===== src/rtl/nmi_trig_pkg.sv =====
package nmi_trig_pkg;

  typedef enum logic [1:0] {
    TRIG_LVL_LO    = 2'd0,
    TRIG_EDGE_FALL = 2'd1,
    TRIG_LVL_HI    = 2'd2,
    TRIG_EDGE_RISE = 2'd3
  } trig_e;

  localparam int LAYOUT_SEQ    = 0;
  localparam int LAYOUT_SWAP   = 1;
  localparam int LAYOUT_LEGACY = 2;

  localparam int CTRL_OFFSET = 'h00;

  function automatic int pend_offset(input int layout);
    return (layout == LAYOUT_SWAP) ? 'h08 : 'h04;
  endfunction

  function automatic int en_offset(input int layout);
    case (layout)
      LAYOUT_SEQ:  return 'h08;
      LAYOUT_SWAP: return 'h04;
      default:     return 'h34;
    endcase
  endfunction

endpackage


===== src/rtl/nmi_sync.sv =====
module nmi_sync #(
  parameter int   STAGES  = 2,
  parameter logic RST_VAL = 1'b1
) (
  input  logic clk,
  input  logic rst_n,
  input  logic din,
  output logic dout
);

  logic [STAGES:0] chain;

  assign chain[0] = din;

  generate
    for (genvar g = 0; g < STAGES; g++) begin : g_stage
      always_ff @(posedge clk or negedge rst_n) begin
        if (!rst_n) chain[g+1] <= RST_VAL;
        else        chain[g+1] <= chain[g];
      end
    end
  endgenerate

  assign dout = chain[STAGES];

endmodule


===== src/rtl/nmi_detect.sv =====
module nmi_detect
  import nmi_trig_pkg::*;
#(
  parameter logic RST_VAL = 1'b1
) (
  input  logic  clk,
  input  logic  rst_n,
  input  logic  sample,
  input  trig_e trig,
  output logic  event_o
);

  logic prev_q;

  always_ff @(posedge clk or negedge rst_n) begin
    if (!rst_n) prev_q <= RST_VAL;
    else        prev_q <= sample;
  end

  always_comb begin
    case (trig)
      TRIG_LVL_LO:    event_o = ~sample;
      TRIG_EDGE_FALL: event_o = prev_q & ~sample;
      TRIG_LVL_HI:    event_o = sample;
      TRIG_EDGE_RISE: event_o = ~prev_q & sample;
      default:        event_o = 1'b0;
    endcase
  end

endmodule


===== src/rtl/nmi_regs.sv =====
module nmi_regs
  import nmi_trig_pkg::*;
#(
  parameter int ADDR_W = 8,
  parameter int DATA_W = 32,
  parameter int LAYOUT = LAYOUT_SEQ
) (
  input  logic              clk,
  input  logic              rst_n,
  input  logic [ADDR_W-1:0] bus_addr,
  input  logic [DATA_W-1:0] bus_wdata,
  input  logic              bus_we,
  output logic [DATA_W-1:0] bus_rdata,
  input  logic              event_i,
  output trig_e             trig,
  output logic [DATA_W-1:0] ctrl_q,
  output logic              pend_q,
  output logic              en_q
);

  localparam logic [ADDR_W-1:0] CTRL_A = ADDR_W'(CTRL_OFFSET);
  localparam logic [ADDR_W-1:0] PEND_A = ADDR_W'(pend_offset(LAYOUT));
  localparam logic [ADDR_W-1:0] EN_A   = ADDR_W'(en_offset(LAYOUT));

  logic sel_ctrl, sel_pend, sel_en, pend_clr;

  assign sel_ctrl = (bus_addr == CTRL_A);
  assign sel_pend = (bus_addr == PEND_A);
  assign sel_en   = (bus_addr == EN_A);
  assign pend_clr = bus_we & sel_pend & bus_wdata[0];

  always_ff @(posedge clk or negedge rst_n) begin
    if (!rst_n)                 ctrl_q <= '0;
    else if (bus_we && sel_ctrl) ctrl_q <= bus_wdata;
  end

  always_ff @(posedge clk or negedge rst_n) begin
    if (!rst_n)       pend_q <= 1'b0;
    else if (pend_clr) pend_q <= 1'b0;
    else if (event_i)  pend_q <= 1'b1;
  end

  always_ff @(posedge clk or negedge rst_n) begin
    if (!rst_n)               en_q <= 1'b0;
    else if (bus_we && sel_en) en_q <= bus_wdata[0];
  end

  assign trig = trig_e'(ctrl_q[1:0]);

  always_comb begin
    if (sel_ctrl)      bus_rdata = ctrl_q;
    else if (sel_pend) bus_rdata = {{(DATA_W-1){1'b0}}, pend_q};
    else if (sel_en)   bus_rdata = {{(DATA_W-1){1'b0}}, en_q};
    else               bus_rdata = '0;
  end

endmodule


===== src/rtl/nmi_trigger_ctrl.sv =====
module nmi_trigger_ctrl
  import nmi_trig_pkg::*;
#(
  parameter int   ADDR_W      = 8,
  parameter int   DATA_W      = 32,
  parameter int   LAYOUT      = LAYOUT_SEQ,
  parameter int   SYNC_STAGES = 2,
  parameter logic IDLE_LEVEL  = 1'b1
) (
  input  logic              clk,
  input  logic              rst_n,
  input  logic              line_in,
  input  logic [ADDR_W-1:0] bus_addr,
  input  logic [DATA_W-1:0] bus_wdata,
  input  logic              bus_we,
  output logic [DATA_W-1:0] bus_rdata,
  output logic              irq_out
);

  logic              line_s;
  logic              event_w;
  trig_e             trig_w;
  logic [DATA_W-1:0] ctrl_w;
  logic              pend_w;
  logic              en_w;

  nmi_sync #(.STAGES(SYNC_STAGES), .RST_VAL(IDLE_LEVEL)) u_sync (
    .clk  (clk),
    .rst_n(rst_n),
    .din  (line_in),
    .dout (line_s)
  );

  nmi_detect #(.RST_VAL(IDLE_LEVEL)) u_detect (
    .clk    (clk),
    .rst_n  (rst_n),
    .sample (line_s),
    .trig   (trig_w),
    .event_o(event_w)
  );

  nmi_regs #(.ADDR_W(ADDR_W), .DATA_W(DATA_W), .LAYOUT(LAYOUT)) u_regs (
    .clk      (clk),
    .rst_n    (rst_n),
    .bus_addr (bus_addr),
    .bus_wdata(bus_wdata),
    .bus_we   (bus_we),
    .bus_rdata(bus_rdata),
    .event_i  (event_w),
    .trig     (trig_w),
    .ctrl_q   (ctrl_w),
    .pend_q   (pend_w),
    .en_q     (en_w)
  );

  always_ff @(posedge clk or negedge rst_n) begin
    if (!rst_n) irq_out <= 1'b0;
    else        irq_out <= pend_w & en_w;
  end

endmodule


===== config.mk =====
export PLATFORM = sky130hd
export DESIGN_NAME = nmi_trigger_ctrl
export DESIGN_NICKNAME = d
export VERILOG_FILES = /design/src/rtl/nmi_trig_pkg.sv /design/src/rtl/nmi_sync.sv /design/src/rtl/nmi_detect.sv /design/src/rtl/nmi_regs.sv /design/src/rtl/nmi_trigger_ctrl.sv
export SDC_FILE = /design/constraint.sdc
export NUM_CORES = 1
export LEC_CHECK = 0
export BUFFER_PORTS_ARGS = -buffer_cell sky130_fd_sc_hd__buf_4
export CORE_MARGIN = 3
export CORE_UTILIZATION = 47
export DETAILED_ROUTE_END_ITERATION = 6
export PLACE_DENSITY_LB_ADDON = 0.3
export SYNTH_ARGS = -nofsm -noshare
export SYNTH_HDL_FRONTEND = slang
export SYNTH_SLANG_ARGS = --single-unit

===== constraint.sdc =====
create_clock -name clk -period 1.85 [get_ports clk]
set_input_delay 0.185 -clock clk [delete_from_list [all_inputs] [get_ports clk]]
set_output_delay 0.185 -clock clk [all_outputs]
set_load 0.01 [all_outputs]

==> results of run 1 <==
routing by layer:
| metal | global-route usage [%] | wire (microns) |
|---|---|---|
| met5 | 0 | 0 |
| met4 | 11.4 | 127 |
| met3 | 6.40 | 306 |
| met2 | 28.3 | 1990 |
| met1 | 23.7 | 1690 |
what timing repair did:
item	CTS	global route
setup buffers	0	0
endpoints found under the setup margin	0	19
hold buffers	2	0
hold endpoints to repair	36	0
gates resized for setup	0	2
power breakdown:
group / switching [mW] / total [mW] / internal (mW) / leakage, nW
sequential: 0.0215 / 0.893 / 0.872 / 0.509
clock: 0.285 / 0.586 / 0.301 / 0.0482
combinational: 0.0531 / 0.169 / 0.116 / 0.886
total: 0.360 / 1.65 / 1.29 / 1.44
cell usage in the layout, fill, tap and decap left out, drive strengths merged, types with 2 or more instances in the layout:
cell and n:
dlygate4sd3 2, inv 2, buf 84, dfrtp 35, dfstp 3, or4 2, clkbuf 7, and2 32
nor2 3, mux2 33
stage by stage:
step / area, sq um / hold slack (ns) / total power, mW
2_1_floorplan: 1820 / -0.111 / 0.960
3_3_place_gp: 2470 / 0.169 / 1.07
3_5_place_dp: 2470 / 0.177 / 1.08
4_1_cts: 2580 / 0.105 / 1.66
5_1_grt: 2580 / 0.100 / 1.72
6_report: 2580 / 0.108 / 1.65
state kept, by name, indices dropped and copies added (netlist names):
name and cells:
u_regs.ctrl_q 32, irq_out 1, u_detect.prev_q 1, u_regs.en_q 1, u_regs.pend_q 1, u_sync.chain 1, u_sync.dout 1
cells by family after synthesis:
family                 share of synthesized area [%]
and+or+nand+nor                                 15.4
buffers and inverters                           3.17
AOI/OAI and AO/OA                               2.14
DFF                                             52.6
muxes                                           26.7
path summary, 6_finish.rpt:
path	slack (ns)	endpoint	cells past startpoint	startpoint
max	0.11	bus_rdata[27]	7	bus_addr[7]
min	0.11	u_regs.ctrl_q[10]	2	bus_wdata[10]
max reg2reg	0.74	u_regs.pend_q	3	u_detect.prev_q
min reg2reg	0.36	u_sync.dout	0	u_sync.chain[1]
max in group asynchronous	1.11	u_detect.prev_q	2	rst_n
min in group asynchronous	0.39	u_regs.ctrl_q[3]	2	rst_n
layout make-up:
cell class,count,area (sq um)
sequential,38,955
fill,247,936
multi-input combinational,82,807
timing repair buffer,86,667
clock buffer,7,86.3
tap,46,57.6
inverter,2,7.51
clock inverter,1,5.00
==> qor.csv, run 1 <==
stage,metric,value,unit
synthesis,synth_area,1820,sq um
worst_setup_path,crit_top_cell,buf_4,
synthesis,avgSynthCellArea,14.1,sq um
drt,drt.antenna.violating_nets,0,
drt,drc_errors,0,
die,rows,21,
worst_setup_path,end_kind,primary output,
final_layout,area_growth,42.4,%
clocking,clockBufferDepth,2,
drt,wl_per_cell,15.7,microns
drt,vias_per_cell,4.89,
global_route,track_usage,19.0,%
synthesis,synth-seq-cells,38,
power_and_ir_drop,p_per_area,638,nW/um^2
placed_design,dp_hpwl,3000,microns
timing,worst_slack,0.106,ns
drt,firstDrtPassIters,4,
placed_design,dp_cells,252,
synthesis,synth_top_area_cell,dfrtp_1,
timing,slew_viol_final,0,
worst_setup_path,path_buf_inv,4,
synthesis,yosys_warnings,0,
worst_setup_path,required,1.66,ns
timing,period_needed,1.74,ns
die,fp.dieH,68.2,microns
timing,fin_setup_tns,0,ns
clocking,clk_pin_slew,0.07,ns
final_layout,nets,259,
worst_setup_path,crit_type,in2out,
final_layout,layout.cells.non_filler,262,
worst_setup_path,cp_max_fo,19,
outcome,status,completed,
clocking,clock_sinks,38,
worst_setup_path,cp_top_family,simple AND/OR/NAND/NOR gates,
worst_setup_path,critPathArrivalTime,1.56,ns
timing,fin_crit_sh,94.3,%
worst_setup_path,slowest_delay,0.53,ns
placed_design,numPortBuffers,76,
synthesis,yosysTopAreaCellShare,48.2,%
synthesis,synth_cells,129,
synthesis,async_flop_share,100,%
die,core,3520,sq um
clocking,cts_tree,done,
synthesis,yosysSeqAreaShare,52.6,%
global_route,grt_pass1_wl,6350,microns
synthesis,synth_cell_types,23,
power_and_ir_drop,max-vdd-ir-drop,0.449,mV
worst_setup_path,setup.worst_path.start_class,primary input,
worst_setup_path,slowest_stage,or4_4,
drt,drtIter0Drc,68,
drt,postRouteWirelength,4110,microns
placed_design,place.gp.congestion,0.791,
worst_setup_path,crit_chain,"buf_4, or4_4, buf_4, nor2_2, buf_6, and2_1, buf_4",
synthesis,synthTopCellsByArea,"dfrtp_1, mux2_4, and2_1",
die,dieArea,4640,sq um
flow_run,maxCapViolations,0,
final_layout,n_antenna_cell,0,
final_layout,final_util,73.4,%
timing,fmax,0.573,GHz
synthesis,syn-num-nets,173,
synthesis,synth-edff-count,0,
synthesis,yosys-top-cells-count,"dfrtp_1, and2_1, mux2_4",
synthesis,synth_most_common_cell,dfrtp_1,
timing,hold_viol_final,0,
timing,worstMarginPinSlew,0.462,ns
timing,finClkSkew,0.00353,ns
final_layout,drive_gt1_share,59.7,%
die,die_w,68.2,microns
power_and_ir_drop,p_leak,1.44,nW
placed_design,pre_cts_ws,-0.158,ns
clocking,htreeDepth,2,
global_route,antenna_found_initial,0,
timing,rsz0062_at_grt,false,
drt,vias,1280,
die,io_pins,77,
global_route,grt_pass1_vias,1320,
clocking,cts_root_buffer,clkbuf_8,
min_path,min-delay-path-class,in2reg,
synthesis,synth_ff_type,dfrtp_1,
timing,slew_headroom,69.2,%
timing,finalSetupViolations,0,
clocking,clkLatencyLatePin,0.29,ns
clocking,cts_made_buffers,5,
global_route,overflow,0,
die,start_util,51.6,%
global_route,grt_max_degree,39,
(Power assumes the default switching activity.)
==> run 2, diff against run 1 <==
RECOVER_POWER = 50   (was default)
==> run 2 against run 1 <==
Clock power about the same. Largest cell class unchanged. Largest power group unchanged. Routed wire length decreased by 0.80%. Sequential cell count unchanged. Register-to-register slack about the same.
==> qor.csv, run 2 (synthesis results as in run 1) <==
stage,metric,value,unit,change
final_layout,final_common_cell,buf_4,,
timing,whs,0.107,ns,-0.000904 ns
placed_design,dp_cells,252,,unchanged
worst_setup_path,slowest_delay,0.52,ns,about the same
worst_setup_path,slowest_stage,or4_4,,
final_layout,layout_common_cells,"buf_4, dfrtp_1, and2_1, mux2_4, mux2_1",,
die,start_util,51.6,%,unchanged
die,die_w,68.2,microns,unchanged
worst_setup_path,end_kind,flip-flop,,
power_and_ir_drop,pwr-share-comb,9.8,%,-0.5 points
clocking,cts_tree,done,,
global_route,grt_max_degree,39,,unchanged
clocking,clk_pin_slew,0.07,ns,about the same
min_path,min-delay-path-class,in2reg,,
final_layout,regMostFlops,u_regs.ctrl_q,,
drt,firstDrtPassIters,4,,unchanged
final_layout,drive_gt1_share,54.6,%,-5.1 points
timing,slew_viol_final,0,,unchanged
power_and_ir_drop,p_int,1.28,mW,-0.72%
drt,vias_per_cell,4.90,,+0.23%
drt,postRouteWirelength,4080,microns,-0.80%
clocking,htreeDepth,2,,unchanged
clocking,clkLatencyLatePin,0.29,ns,about the same
die,rows,21,,unchanged
power_and_ir_drop,p_leak,1.41,nW,-2.6%
outcome,status,completed,,
placed_design,place.gp.congestion,0.791,,unchanged
timing,worstMarginPinSlew,0.911,ns,+0.449 ns
global_route,overflow,0,,unchanged
global_route,track_usage,19.0,%,unchanged
power_and_ir_drop,swShare,21.8,%,about the same
final_layout,largest_reg_flops,32,,unchanged
clocking,cts_made_buffers,5,,unchanged
timing,worst_slack,0.107,ns,+0.00150 ns
global_route,grt_pass1_vias,1320,,unchanged
clocking,cts_setup_buffers,0,,unchanged
die,fp.dieH,68.2,microns,unchanged
worst_setup_path,critPathArrivalTime,1.92,ns,+0.36 ns
global_route,grt_pass1_wl,6350,microns,unchanged
placed_design,dp_hpwl,3000,microns,unchanged
final_layout,seq_area,955,sq um,unchanged
flow_run,maxCapViolations,0,,unchanged
die,io_pins,77,,unchanged
clocking,clock_sinks,38,,unchanged
die,core,3520,sq um,unchanged
clocking,clockBufferDepth,2,,unchanged
timing,finClkSkew,0.00382,ns,+0.000296 ns
timing,period_needed,1.74,ns,-0.00150 ns
final_layout,area_growth,39.7,%,
power_and_ir_drop,switchingPower,0.358,mW,-0.69%
power_and_ir_drop,p_per_area,645,nW/um^2,+1.2%
die,dieArea,4640,sq um,unchanged
timing,fin_crit_sh,94.2,%,about the same
worst_setup_path,crit_type,in2reg,,
drt,wl_per_cell,15.6,microns,-0.80%
clocking,cts_root_buffer,clkbuf_8,,
power_and_ir_drop,pwr-share-seq,54.5,%,+0.3 points
timing,rsz0062_at_grt,false,,
timing,fmax,0.574,GHz,about the same
final_layout,multi_input_area,777,sq um,-3.7%
final_layout,n_antenna_cell,0,,unchanged
worst_setup_path,cp_max_fo,32,,+13
worst_setup_path,setup.worst_path.start_class,primary input,,
final_layout,layout.cells.non_filler,262,,unchanged
drt,vias,1283,,+0.23%
drt,drtIter0Drc,40,,-41%
timing,finalSetupViolations,0,,unchanged
timing,slew_headroom,39.3,%,-30 points
placed_design,pre_cts_ws,-0.158,ns,unchanged
global_route,antenna_found_initial,0,,unchanged
drt,drc_errors,0,,unchanged
power_and_ir_drop,max-vdd-ir-drop,0.441,mV,-1.6%
worst_setup_path,required,2.02,ns,+0.36 ns
timing,fin_setup_tns,0,ns,unchanged
worst_setup_path,crit_chain,"buf_4, or4_4, or3_2, buf_6, mux2_1",,
power_and_ir_drop,clkPwrFrac,35.7,%,+0.2 points
placed_design,numPortBuffers,76,,unchanged
drt,drt.antenna.violating_nets,0,,unchanged
timing,hold_viol_final,0,,unchanged
final_layout,fillCellCount,263,,+6.5%
final_layout,nets,259,,unchanged
run 2: cell count changes in the layout (fill, tap and decap cells not counted), sizes merged:
cell	before	now
buf	84	80
clkbuf	7	11
run 2: worst max-delay path: cells and delay by family:
family / cells / cell delay (ns)
buffers and inverters: 2 / 0.35
multiplexers: 1 / 0.35
AND/OR/NAND/NOR: 2 / 1.01
run 2: final cells by class:
| cell class | instances | share of cell area (%) |
|---|---|---|
| Inverter | 2 | 0.296 |
| Sequential cell | 38 | 37.6 |
| Multi-Input combinational cell | 82 | 30.6 |
| Clock inverter | 1 | 0.197 |
| Clock buffer | 7 | 3.40 |
| Timing Repair Buffer | 86 | 25.6 |
| Tap cell | 46 | 2.27 |
run 2: repair_timing:
item,in CTS,in global routing
gates resized for setup,0,2
hold buffers,2,0
endpoints found under the hold margin,36,0
endpoints found under the setup margin,0,19
run 2: power by group through the flow:
stage	clock network [mW]	registers, mW	logic (mW)
floorplan	0	0.901	0.0593
global placement	0	0.906	0.159
detailed placement	0	0.908	0.168
CTS	0.599	0.893	0.172
global route	0.640	0.897	0.174
finish	0.585	0.892	0.160
run 2: path summary, 6_finish.rpt:
kind / startpoint / endpoint / depth (start not counted) / slack, ns
max: bus_addr[7] / u_regs.ctrl_q[14] / 5 / 0.11
min: bus_wdata[8] / u_regs.ctrl_q[8] / 2 / 0.11
max reg2reg: u_detect.prev_q / u_regs.pend_q / 3 / 0.74
min reg2reg: u_sync.chain[1] / u_sync.dout / 0 / 0.37
max in group asynchronous: rst_n / u_regs.ctrl_q[24] / 2 / 0.73
min in group asynchronous: rst_n / u_regs.ctrl_q[3] / 2 / 0.55
run 2: metrics by stage:
step	power [mW]	area, sq um	util [%]
2_1_floorplan	0.960	1820	-
3_3_place_gp	1.07	2470	70.1
3_5_place_dp	1.08	2470	70.1
4_1_cts	1.66	2580	73.2
5_1_grt	1.71	2540	72.0
6_report	1.64	2540	72.0
run 2: routing by layer:
| metal | global-route usage (%) | up-vias | part of all wire (%) |
|---|---|---|---|
| met5 | 0 | - | 0 |
| met4 | 11.4 | 0 | 3.3 |
| met3 | 6.40 | 16 | 7.7 |
| met2 | 28.3 | 56 | 49 |
| met1 | 23.7 | 605 | 40 |
| li1 | - | 606 | - |
==> run 3, diff against run 2 <==
SYNTH_HIERARCHICAL = 1   (was default)
==> run 3 against run 2 <==
Hold slack gained 0.0013 ns. Clock-buffer cell count shrank 2. Final cell count shrank 1.1%. Sequential cell count is the same. Synthesized cell count is the same. Cell area is essentially flat. Via count shrank 3.3%. Largest power group unchanged. Clock power grew 21%. Die area grew 1.4%. Fmax grew 4.2%. Worst setup slack gained 0.070 ns.
==> qor.csv, run 3 <==
stage,metric,value,unit,change
synthesis,synth_top_area_cell,dfrtp_1,,
synthesis,avgSynthCellArea,14.3,sq um,+1.5%
timing,finClkSkew,0.00956,ns,+0.00574 ns
power_and_ir_drop,pwr-share-comb,9.1,%,-0.7 points
flow_run,maxCapViolations,0,,unchanged
global_route,grt_pass1_wl,6070,microns,-4.4%
power_and_ir_drop,switchingPower,0.383,mW,+7.0%
die,core,3720,sq um,+5.5%
timing,fin_setup_tns,0,ns,unchanged
die,fp.dieH,68.6,microns,+0.69%
power_and_ir_drop,swShare,21.7,%,-0.099 points
outcome,status,completed,,
clocking,clockBufferDepth,2,,unchanged
clocking,clk_pin_slew,0.08,ns,about the same
die,dieArea,4710,sq um,+1.4%
clocking,postCtsResizedCells,0,,unchanged
placed_design,numPortBuffers,76,,unchanged
synthesis,yosysSeqAreaShare,51.8,%,-0.79 points
global_route,track_usage,17.9,%,-1.1 points
worst_setup_path,rr_startpoint,u_sync/dout,,
drt,firstDrtPassIters,4,,unchanged
synthesis,synth_ff_type,dfrtp_1,,
placed_design,dp_hpwl,2930,microns,-2.3%
timing,slew_viol_final,0,,unchanged
synthesis,syn-num-nets,173,,unchanged
worst_setup_path,r2r-end,u_regs/pend_q,,
die,start_util,49.6,%,-2.0 points
final_layout,area_growth,37.7,%,
worst_setup_path,required,1.66,ns,-0.36 ns
final_layout,regMostFlops,u_regs/ctrl_q,,
worst_setup_path,crit_path_start,bus_addr[5],,
drt,drc_errors,0,,unchanged
final_layout,final_util,68.3,%,-3.7 points
timing,hold_viol_final,0,,unchanged
synthesis,synth-edff-count,0,,unchanged
clocking,cts_hold_buf,2,,unchanged
die,io_pins,77,,unchanged
power_and_ir_drop,p_int,1.38,mW,+7.6%
final_layout,final_common_cell,buf_4,,
drt,drt.antenna.violating_nets,0,,unchanged
clocking,htreeDepth,2,,unchanged
clocking,clock_sinks,38,,unchanged
final_layout,layout_common_cells,"buf_4, dfrtp_1, and2_1, mux2_4, mux2_1",,
worst_setup_path,critPathArrivalTime,1.49,ns,-0.43 ns
timing,finalSetupViolations,0,,unchanged
placed_design,place.gp.congestion,0.770,,-2.6%
global_route,grt_pass1_vias,1322,,+0.15%
global_route,grt_max_degree,39,,unchanged
final_layout,nets,254,,-1.9%
synthesis,yosys-top-cells-count,"dfrtp_1, and2_1, mux2_4",,
drt,vias,1241,,-3.3%
placed_design,dp_cells,249,,-1.2%
worst_setup_path,end_kind,primary output,,
synthesis,synth-seq-cells,38,,unchanged
clocking,cts_root_buffer,clkbuf_8,,
timing,fin_crit_sh,90.4,%,-3.8 points
power_and_ir_drop,p_leak,1.39,nW,-1.5%
synthesis,yosysTopAreaCellShare,47.5,%,-0.72 points
worst_setup_path,setup.worst_path.start_class,primary input,,
synthesis,yosys_warnings,6,,+6
die,die_w,68.6,microns,+0.69%
timing,period_needed,1.67,ns,-0.0705 ns
power_and_ir_drop,max-vdd-ir-drop,0.442,mV,+0.17%
final_layout,fillCellCount,286,,+8.7%
clocking,cts_made_buffers,5,,unchanged
final_layout,layout.cells.non_filler,259,,-1.1%
final_layout,largest_reg_flops,32,,unchanged
synthesis,synth_area,1840,sq um,+1.5%
synthesis,synth_cell_types,23,,unchanged
timing,worstMarginPinSlew,0.918,ns,+0.00699 ns
global_route,overflow,0,,unchanged
synthesis,synthTopCellsByArea,"dfrtp_1, mux2_4, and2_1",,
global_route,antenna_found_initial,0,,unchanged
clocking,clkLatencyLatePin,0.30,ns,about the same
power_and_ir_drop,p_per_area,693,nW/um^2,+7.4%
synthesis,synth_cells,129,,unchanged
drt,wl_per_cell,15.5,microns,-0.50%
worst_setup_path,reg2regPathDepth,3,,unchanged
timing,rsz0062_at_grt,false,,
drt,drtIter0Drc,36,,-10%
worst_setup_path,ff2ff_setup_slack,0.83,ns,+0.09 ns
final_layout,drive_gt1_share,55.0,%,+0.35 points
timing,fmax,0.598,GHz,+4.2%
final_layout,n_antenna_cell,0,,unchanged
clocking,cts_tree,done,,
power_and_ir_drop,pwr-share-seq,50.7,%,-3.8 points
power_and_ir_drop,clkPwrFrac,40.2,%,+4.5 points
worst_setup_path,critPathCapture,bus_rdata[25],,
drt,vias_per_cell,4.79,,-2.2%
drt,postRouteWirelength,4010,microns,-1.6%
synthesis,synth_most_common_cell,dfrtp_1,,
timing,slew_headroom,38.8,%,-0.47 points
synthesis,async_flop_share,100,%,unchanged
worst_setup_path,cp_max_fo,17,,-47%
worst_setup_path,crit_type,in2out,,
die,rows,22,,+4.8%
clocking,cts_setup_buffers,0,,unchanged
min_path,min-delay-path-class,in2reg,,
run 3: worst max-delay path: stages:
cell      delay, ns
clkbuf_1       0.10
nor4_4         0.46
and3_1         0.26
buf_4          0.20
and2_1         0.17
buf_4          0.12
run 3: worst min path at each step:
stage	from	slack [ns]	depth (start not counted)	end
finish	bus_wdata[15]	0.11	2	u_regs/ctrl_q[15]
floorplan	rst_n	-0.11	0	irq_out
detailed placement	rst_n	0.18	1	irq_out
global placement	rst_n	0.17	1	irq_out
global route	bus_wdata[28]	0.10	2	u_regs/ctrl_q[28]
CTS	bus_wdata[28]	0.11	2	u_regs/ctrl_q[28]
run 3: power by group through the flow:
stage                     Sequential (mW)  Clock [mW]  Combinational, mW
after floorplan                     0.901           0             0.0678
after global placement              0.906           0              0.160
after detailed placement            0.908           0              0.167
after CTS                           0.893       0.721              0.171
after global routing                0.898       0.746              0.173
final                               0.892       0.707              0.160
run 3: kinds of logic (layout without fill, tap and decap cells):
kind of cell / after synthesis / count (layout) / synth area share (%)
flops: 38 / 38 / 51.8
mux: 33 / 33 / 26.3
buf+inv: 8 / 90 / 3.26
simple gates: 45 / 45 / 16.4
xor+xnor: 2 / 2 / 0.951
compound gates: 3 / 3 / 1.29
run 3: metrics by stage:
step                      hold slack (ns)  power [mW]  instance area (sq um)  worst slack, ns
after floorplan                    -0.111       0.968                   1840            0.372
after global placement              0.169        1.07                   2440            0.277
after detailed placement            0.179        1.08                   2440            0.182
after CTS                           0.106        1.79                   2580            0.171
after global routing                0.100        1.82                   2540           0.0679
final                               0.109        1.76                   2540            0.178
run 3: area by class of cell:
type	count	area, sq um	share of cell area, %
Multi-Input combinational cell	83	802	31.6
Sequential cell	38	955	37.6
Clock buffer	5	68.8	2.71
Clock inverter	3	45.0	1.77
Timing Repair Buffer	82	608	24.0
Tap cell	48	60.1	2.37
run 3: metal layers:
| layer | track usage (%) | part of all wire, % | vias up |
|---|---|---|---|
| met2 | 30.6 | 51 | 48 |
| met3 | 5.83 | 7.8 | 6 |
| met1 | 20.3 | 40 | 594 |
| met4 | 7.44 | 1.2 | 0 |
| met5 | 0 | 0 | - |
| li1 | - | - | 593 |
